===== src/rtl/manchester_tx_pkg.sv =====
package manchester_tx_pkg;

  // Strobes from the half-bit sequencer to the line datapath.
  typedef struct packed {
    logic load;    // bit boundary with enable: capture a new bit, drive its first half
    logic second;  // drive the second half of the bit in flight
    logic lineOn;  // a bit is on the line in the current cycle
  } mtxStrobe_t;

endpackage


===== src/rtl/manchester_tx_ctrl.sv =====
module manchester_tx_ctrl
  import manchester_tx_pkg::*;
(
  input  logic       clk,
  input  logic       rstN,
  input  logic       txEn,
  output logic       txClk,
  output mtxStrobe_t strobes
);

  logic phaseQ;   // 1 in the cycle that ends at a bit boundary
  logic activeQ;  // a bit half is on the line
  logic loadW;
  logic secondW;

  assign loadW   = phaseQ & txEn;
  assign secondW = ~phaseQ & activeQ;

  always_ff @(posedge clk or negedge rstN) begin
    if (!rstN) begin
      phaseQ  <= 1'b0;
      activeQ <= 1'b0;
    end else begin
      phaseQ  <= ~phaseQ;
      activeQ <= loadW | secondW;
    end
  end

  assign txClk          = phaseQ;
  assign strobes.load   = loadW;
  assign strobes.second = secondW;
  assign strobes.lineOn = activeQ;

endmodule


===== src/rtl/manchester_tx_dp.sv =====
module manchester_tx_dp
  import manchester_tx_pkg::*;
(
  input  logic       clk,
  input  logic       rstN,
  input  logic       txData,
  input  logic       idleSel,
  input  mtxStrobe_t strobes,
  output logic       outP,
  output logic       outN,
  output logic       outPDly,
  output logic       outNDly
);

  logic bitQ;    // bit in flight
  logic lineQ;   // true-polarity level while a bit is on the line
  logic prevPQ;  // direct pair one half-bit ago
  logic prevNQ;
  logic idleP;

  // Idle level: non-zero differential (P high) or both outputs low.
  assign idleP = ~idleSel;

  always_ff @(posedge clk or negedge rstN) begin
    if (!rstN) begin
      bitQ   <= 1'b0;
      lineQ  <= 1'b0;
      prevPQ <= 1'b1;
      prevNQ <= 1'b0;
    end else begin
      if (strobes.load) bitQ <= txData;
      // First half carries the inverted bit, second half the bit itself.
      lineQ  <= strobes.load ? ~txData : bitQ;
      prevPQ <= outP;
      prevNQ <= outN;
    end
  end

  always_comb begin
    if (strobes.lineOn) begin
      outP    = lineQ;
      outN    = ~lineQ;
      outPDly = prevPQ;
      outNDly = prevNQ;
    end else begin
      outP    = idleP;
      outN    = 1'b0;
      outPDly = idleP;
      outNDly = 1'b0;
    end
  end

endmodule


===== src/rtl/manchester_tx.sv =====
module manchester_tx
  import manchester_tx_pkg::*;
(
  input  logic clk,
  input  logic rstN,
  input  logic txEn,
  input  logic txData,
  input  logic idleSel,
  output logic txClk,
  output logic outP,
  output logic outN,
  output logic outPDly,
  output logic outNDly
);

  mtxStrobe_t strobes;
  logic       lineOn;

  assign lineOn = strobes.lineOn;

  manchester_tx_ctrl i_ctrl (
    .clk     (clk),
    .rstN    (rstN),
    .txEn    (txEn),
    .txClk   (txClk),
    .strobes (strobes)
  );

  manchester_tx_dp i_dp (
    .clk     (clk),
    .rstN    (rstN),
    .txData  (txData),
    .idleSel (idleSel),
    .strobes (strobes),
    .outP    (outP),
    .outN    (outN),
    .outPDly (outPDly),
    .outNDly (outNDly)
  );

endmodule



===== config.mk =====
export PLATFORM = sky130hd
export DESIGN_NAME = manchester_tx
export DESIGN_NICKNAME = d
export VERILOG_FILES = /design/src/rtl/manchester_tx_pkg.sv /design/src/rtl/manchester_tx_ctrl.sv /design/src/rtl/manchester_tx_dp.sv /design/src/rtl/manchester_tx.sv
export SDC_FILE = /design/constraint.sdc
export NUM_CORES = 1
export LEC_CHECK = 0
export BUFFER_PORTS_ARGS = -buffer_cell sky130_fd_sc_hd__buf_4
export CELL_PAD_IN_SITES_DETAIL_PLACEMENT = 0
export CELL_PAD_IN_SITES_GLOBAL_PLACEMENT = 1
export CORE_AREA = 2 2 39 41
export DETAILED_ROUTE_END_ITERATION = 8
export DIE_AREA = 0 0 41 43
export PLACE_DENSITY_LB_ADDON = 0.2
export REMOVE_ABC_BUFFERS = 1
export SYNTH_ARGS = -nofsm -noshare
export SYNTH_HDL_FRONTEND = slang
export SYNTH_HIERARCHICAL = 1
export SYNTH_SLANG_ARGS = --single-unit

===== constraint.sdc =====
create_clock -name clk -period 1.2 [get_ports clk]
set_input_delay 0.3 -clock clk [delete_from_list [all_inputs] [get_ports clk]]
set_output_delay 0.3 -clock clk [all_outputs]
set_load 0.05 [all_outputs]

======== Word-level counts from Yosys, hierarchy flattened ========
Cells that the tools add are included.
storage, ports and cells
  input bits .............................. 5
  bits in registers ....................... 6
  output and inout bits ................... 5
  logic and storage cells ................. 18
operators by class
  bitwise gates (word level) .............. 7
  muxes and demuxes ....................... 5
operator list
  kind               count
  2-to-1 mux 1 bit   5
  NOT 1 bit          4
  bitwise AND 1 bit  2
  OR 1 bit           1

======== Logic depth before layout (Yosys ltp) ========
Gate-level depths: netlist of the first run.
  word-level depth ........................ 3
  gate-level depth with buffers ........... 4
  gate-level depth less buffers ........... 3

======== Cells and area by module ========
Netlist of the first run, hierarchy kept.
modules (own cells, without submodules)
  module              area each (µm²)  seq. area each (µm²)  cells each  times used
  manchester_tx_dp    155.1            101.3                 13          1
  manchester_tx_ctrl  107.6            50.0                  9           1

======== Worst setup path before layout of the first run ========
OpenSTA, ideal clock, no wires.
  path kind ............................... register -> output
  from .................................... reg with a tool-made name
  to ...................................... out outP
  slack ................................... -0.747 ns
  data arrival time ....................... 1.647 ns
  data required time ...................... 0.900 ns
  cell stages (with the launch flop) ...... 3
  path buffers ............................ 1
  path through ............................ dfrtp_1 > buf_4 > o21ai_0
RTL lines
  item              RTL line             source
  end: declaration  manchester_tx.sv:10  output logic outP,

======== Worst setup path after layout of the first run ========
  from .................................... reg i_dp.prevPQ
  to ...................................... out outPDly
on the way
  longest elaborated chain between the ends .. 1
ends and longest elaborated chain
  item                      RTL line                source
  start: declaration        manchester_tx_dp.sv:17  logic prevPQ;
  start signal: assignment  manchester_tx_dp.sv:34  prevPQ <= outP;
  2-to-1 mux 1 bit          manchester_tx_dp.sv:40  if (strobes.lineOn) begin
  end: declaration          manchester_tx.sv:12     output logic outPDly,
Every way passes these cells.

==> impl_results.md, run 1 <==
- CTS Root Cell: clkbuf_4
- Pin count of the biggest net entering global routing: 8
- Fraction of layout cells with a size suffix above 1: 65.6%
- Setup TNS: -496 ps
- Layout fillers: 147
- Deepest clock path buffer count: 2
- Synthesized cell area: 246 sq um
- Chip height: 43 um
- CTS buffer count: 3
- CTS Sinks: 6
- Final Max Tran Viols: 0
- Worst-path clk slew: 40 ps
- Commonest non-fill, non-tap cell in the layout: buf_4
- Max Cap Violations: 0
- Final worst-path setup slack: -132 ps
- Crit Path Category: register to output pin
- Wirelength, routed: 471 um
- Worst-Margin Slew: 160 ps
- Initial core utilization: 17.8%
- Final Hold Violating Endpoints: 0
- Multi-input logic area: 101 sq um
- Die ar.: 1760 sq um
- Rel. slew slack: 89.3%
- CP Launch Type: register
- Initial antenna violation count: 0
- Hold Slack: 235 ps
- Overall Global Routing Usage: 6.26%
- Drt first-iter violations: 3
- CP endpoint kind: output pin
- Critical Path AT: 1030 ps
- Inserted Diodes: 0
- R2R Setup Slk: 180 ps
- Vias/cell: 3.58
- Layout area overhead: 62.4%
- Crit path max fanout: 1
- Vias in the first global route: 176
- Clk_skew: 6.19 ps
- Violated checks: setup timing
- I/O pin count: 10
- Drt drc: 0
- Port bufs: 9
- Req. time, crit path: 900 ps
- RSZ-0062 raised after global routing: yes
- Drt pass-1 iters: 2
- Total global routing overflow: 0
- Post-Synthesis Cells: 20
- Pwr/cell area: 1380 nW/um^2
- Seq. cell area: 153 sq um
- TritonCTS clock tree: yes
- Die width: 41 um
- Final Critical Period: 1330 ps
- Final worst path period share: 111%
- Max frequency: 0.751 GHz
- Hold WC Path Type: primary input to register
- Vias: 172
- Final Wtd Congestion: 0.596
- Status: finished, violations left
- Nets@finish: 38
- Setup violators final: 4
- Clock Latency Late Sink: 250 ps
- Most frequent cells in the layout: buf_4, dfrtp_1, clkbuf_4, buf_6, mux2_4
- Syn_area_per_cell: 12.3 sq um
- Pleak: 0.191 nW
- Global-route wire length before repair: 683 um
- Core area: 1380 sq um
- H-tree depth: 1
- Synth warnings: 6
- Worst IR Drop VDD: 0.000355 V
- Avg WL per Cell: 9.81 um
- Final antenna-violating net count: 0
- Row cnt: 14
-- cell type report --
class                   count  share of cell area, %
repair buffers             10                   24.1
multi-input cells          11                   25.3
inverters                   1                  0.938
well taps                  16                   5.00
clock buffers               4                   6.56
flip-flops and latches      6                   38.1
-- repair_timing --
| item | CTS | global route |
|---|---|---|
| endpoints found under the setup margin | 4 | 4 |
| gates cloned | 0 | 0 |
| setup buffers | 0 | 0 |
| gates resized for setup | 10 | 4 |
| endpoints found under the hold margin | 5 | 0 |
| hold buffers | 1 | 0 |
-- layer usage --
metal	vias up	wire length, um	track usage, %
li1	86	-	-
met1	78	202	6.89
met2	8	213	8.13
met3	0	55	3.14
met4	0	0	6.00
met5	-	0	0
-- through the flow --
step / instances / setup slack, ps / util [%] / power, mW / cell area (sq um)
final: 48 / -132 / 28.9 / 0.553 / 400
after global placement: 43 / 42.7 / 23.1 / 0.323 / 319
after floorplan: 18 / -656 / - / 0.288 / 231
after detailed placement: 43 / -40.3 / 23.1 / 0.324 / 319
after CTS: 48 / -150 / 27.6 / 0.555 / 382
after global routing: 48 / -184 / 28.9 / 0.576 / 400
-- final timing paths --
kind / depth (start not counted) / end / from
setup / recovery: 3 / outPDly / i_dp/prevPQ$_DFF_PN1_
hold / removal: 2 / i_dp/prevPQ$_DFF_PN1_ / idleSel
setup reg to reg: 2 / i_dp/bitQ$_DFFE_PN0P_ / i_ctrl/txClk$_DFF_PN0_
hold reg to reg: 1 / i_ctrl/txClk$_DFF_PN0_ / i_ctrl/txClk$_DFF_PN0_
max in group asynchronous: 2 / i_dp/prevPQ$_DFF_PN1_ / rstN
min in group asynchronous: 2 / i_dp/bitQ$_DFFE_PN0P_ / rstN
-- power breakdown --
part / switching (mW) / internal (mW)
registers: 0.0114 / 0.219
logic: 0.0638 / 0.0531
clock network: 0.0786 / 0.126
-- critical path, cell delays in order (launching register included) --
cell and delay (ps):
dfstp_2 510, nand2_1 50, o21ai_2 60, buf_6 170
Note: power is estimated with default switching activity, not from simulation.
==> run 2, diff against run 1 <==
PLACE_DENSITY_LB_ADDON = 0.1   (was 0.2)
SLEW_MARGIN = 25   (was default)
==> run 2 against run 1 <==
  * Via count rose by 12%
  * Highest routed layer unchanged
  * Critical path type unchanged
  * Setup slack got worse by 12 ps
  * Sequential share of layout area is 1.5 points lower
  * The flow still finishes with violations (setup timing)
  * Non-clock buffer count increased by 3
  * Utilization rose by 1.2 points
==> impl_results.md, run 2 (synthesis results as in run 1) <==
- Final antenna-violating net count: 0 (unchanged)
- Slowest CP cell: dfstp_2
- Fraction of layout cells with a size suffix above 1: 65.7% (+0.089 points)
- Pwr/cell area: 1330 nW/um^2 (-3.7%)
- Logic pwr share: 22.5% (+1.3 points)
- Worst-Margin Slew: 168 ps (+8.13 ps)
- Final Hold Violating Endpoints: 0 (unchanged)
- Hold WC Path Type: primary input to register
- Vias: 193 (+12%)
- Global-route wire length before repair: 683 um (unchanged)
- Inserted Diodes: 0 (unchanged)
- Final worst-path setup slack: -144 ps (-11.6 ps)
- Final worst path period share: 112% (+0.96 points)
- Total global routing overflow: 0 (unchanged)
- Most frequent cells in the layout: buf_4, dfrtp_1, buf_6
- Violated checks: setup timing
- Rel. slew slack: 88.8% (-0.54 points)
- CTS Sinks: 6 (unchanged)
- Final Max Tran Viols: 0 (unchanged)
- Layout fillers: 159 (+8.2%)
- Final Critical Period: 1340 ps (+11.6 ps)
- Crit-path max cell delay: 510 ps (about the same)
- Post-DP Area: 327 sq um (+2.4%)
- Sequential Power Share: 41.4% (-0.4 points)
- Pleak: 0.206 nW (+7.8%)
- Setup violators final: 4 (unchanged)
- Vias/cell: 3.78 (+5.6%)
- Nets@finish: 41 (+7.9%)
- CP endpoint kind: output pin
- Avg WL per Cell: 9.14 um (-6.9%)
- Worst-path cell chain: nand2_1 > o21ai_2 > buf_6
- Clock Latency Late Sink: 240 ps (about the same)
- Max frequency: 0.744 GHz (-0.86%)
- Worst IR Drop VDD: 0.000385 V (+8.6%)
- CP Launch Type: register
- Initial core utilization: 17.8% (unchanged)
- Pre-CTS setup slack: -25.7 ps (+14.6 ps)
- R2R Setup Slk: 150 ps (-30 ps)
- Status: finished, violations left
- CTS buffer count: 3 (unchanged)
- Internal: 406 uW (+1.8%)
- PnR Total Power: 554 uW (+0.20%)
- Max Cap Violations: 0 (unchanged)
- Sw Share: 26.7% (-1.1 points)
- Crit Path Category: register to output pin
- Worst-path clk slew: 50 ps (about the same)
- Die ar.: 1760 sq um (unchanged)
- Crit path max fanout: 1 (unchanged)
- H-tree depth: 1 (unchanged)
- Clk_skew: 0.645 ps (-5.55 ps)
- Row cnt: 14 (unchanged)
- Pin count of the biggest net entering global routing: 8 (unchanged)
- Initial antenna violation count: 0 (unchanged)
- Drt first-iter violations: 0 (-3)
- Psw: 148 uW (-3.8%)
- RSZ-0062 raised after global routing: yes
- Chip height: 43 um (unchanged)
- Kind of cell adding the most delay to the critical path: flip-flops
- TritonCTS clock tree: yes
- Layout area overhead: 69.0%
- CTS Root Cell: clkbuf_4
- Clock Power Share: 36.1% (-1.0 points)
- Wirelength, routed: 466 um (-1.1%)
- DP HPWL: 352 um
- Overall Global Routing Usage: 7.06% (+0.80 points)
- Port bufs: 9 (unchanged)
- Final Wtd Congestion: 0.539 (-9.5%)
- WP buf/inv: 1 (unchanged)
- Drt pass-1 iters: 1 (-1)
- Design area: 417 sq um (+4.1%)
- Seq. cell area: 153 sq um (unchanged)
- Critical Path AT: 1040 ps (about the same)
- Die width: 41 um (unchanged)
- Commonest non-fill, non-tap cell in the layout: buf_4
- Deepest clock path buffer count: 2 (unchanged)
- I/O pin count: 10 (unchanged)
- Vias in the first global route: 153 (-13%)
- Multi-input logic area: 91.3 sq um (-9.9%)
- Drt drc: 0 (unchanged)
- Req. time, crit path: 900 ps (about the same)
- Core area: 1380 sq um (unchanged)
## run 2: power groups by stage
stage | clock network (mW) | logic (mW) | registers [mW]
after detailed placement | 0 | 0.0981 | 0.230
after global routing | 0.239 | 0.131 | 0.230
after CTS | 0.212 | 0.116 | 0.228
after floorplan | 0 | 0.0598 | 0.228
final | 0.200 | 0.125 | 0.229
after global placement | 0 | 0.0986 | 0.230
## run 2: per-stage QoR
stage / utilization (%) / hold slack, ps / setup TNS [ps] / std cells
floorplan: - / 4.41 / -2390 / 18
global placement: 23.6 / 114 / 0 / 44
detailed placement: 23.6 / 114 / -25.7 / 44
CTS: 28.4 / 236 / -531 / 50
global route: 30.1 / 225 / -674 / 51
finish: 30.1 / 242 / -445 / 51
## run 2: worst register-to-register path, cell delays in order, from the launching register on
cell	delay [ps]
dfrtp_1	420
and2_2	220
mux2_4	290
## run 2: worst paths after layout
check                                            start               endpoint  depth (start not counted)
worst max-delay path             i_dp/prevPQ$_DFF_PN1_                outPDly                          3
worst min-delay path                            txData   i_dp/lineQ$_DFF_PN0_                          2
worst max register to register  i_ctrl/txClk$_DFF_PN0_  i_dp/bitQ$_DFFE_PN0P_                          2
worst min register to register    i_dp/lineQ$_DFF_PN0_  i_dp/prevNQ$_DFF_PN0_                          1
max in group asynchronous                         rstN  i_dp/prevPQ$_DFF_PN1_                          2
min in group asynchronous                         rstN   i_dp/lineQ$_DFF_PN0_                          2
## run 2: area by class of cell
| type | count | share of cell area, % |
|---|---|---|
| flip-flops and latches | 6 | 36.6 |
| repair buffers | 13 | 29.4 |
| clock buffers | 4 | 6.31 |
| inverters | 1 | 0.901 |
| well taps | 16 | 4.80 |
| multi-input cells | 11 | 21.9 |
## run 2: layer usage
layer / vias up / global-route usage [%] / wire [um]
met4: 0 / 8.00 / 0
met2: 7 / 7.19 / 237
li1: 94 / - / -
met3: 0 / 7.85 / 41
met5: - / 0 / 0
met1: 92 / 6.54 / 187
## run 2: repair_timing
action / CTS / global route
buffers inserted: 1 / 1
gates resized for setup: 9 / 4
pin swaps: 0 / 0
hold buffers: 1 / 0
setup endpoints to repair: 4 / 5
endpoints found under the hold margin: 5 / 0
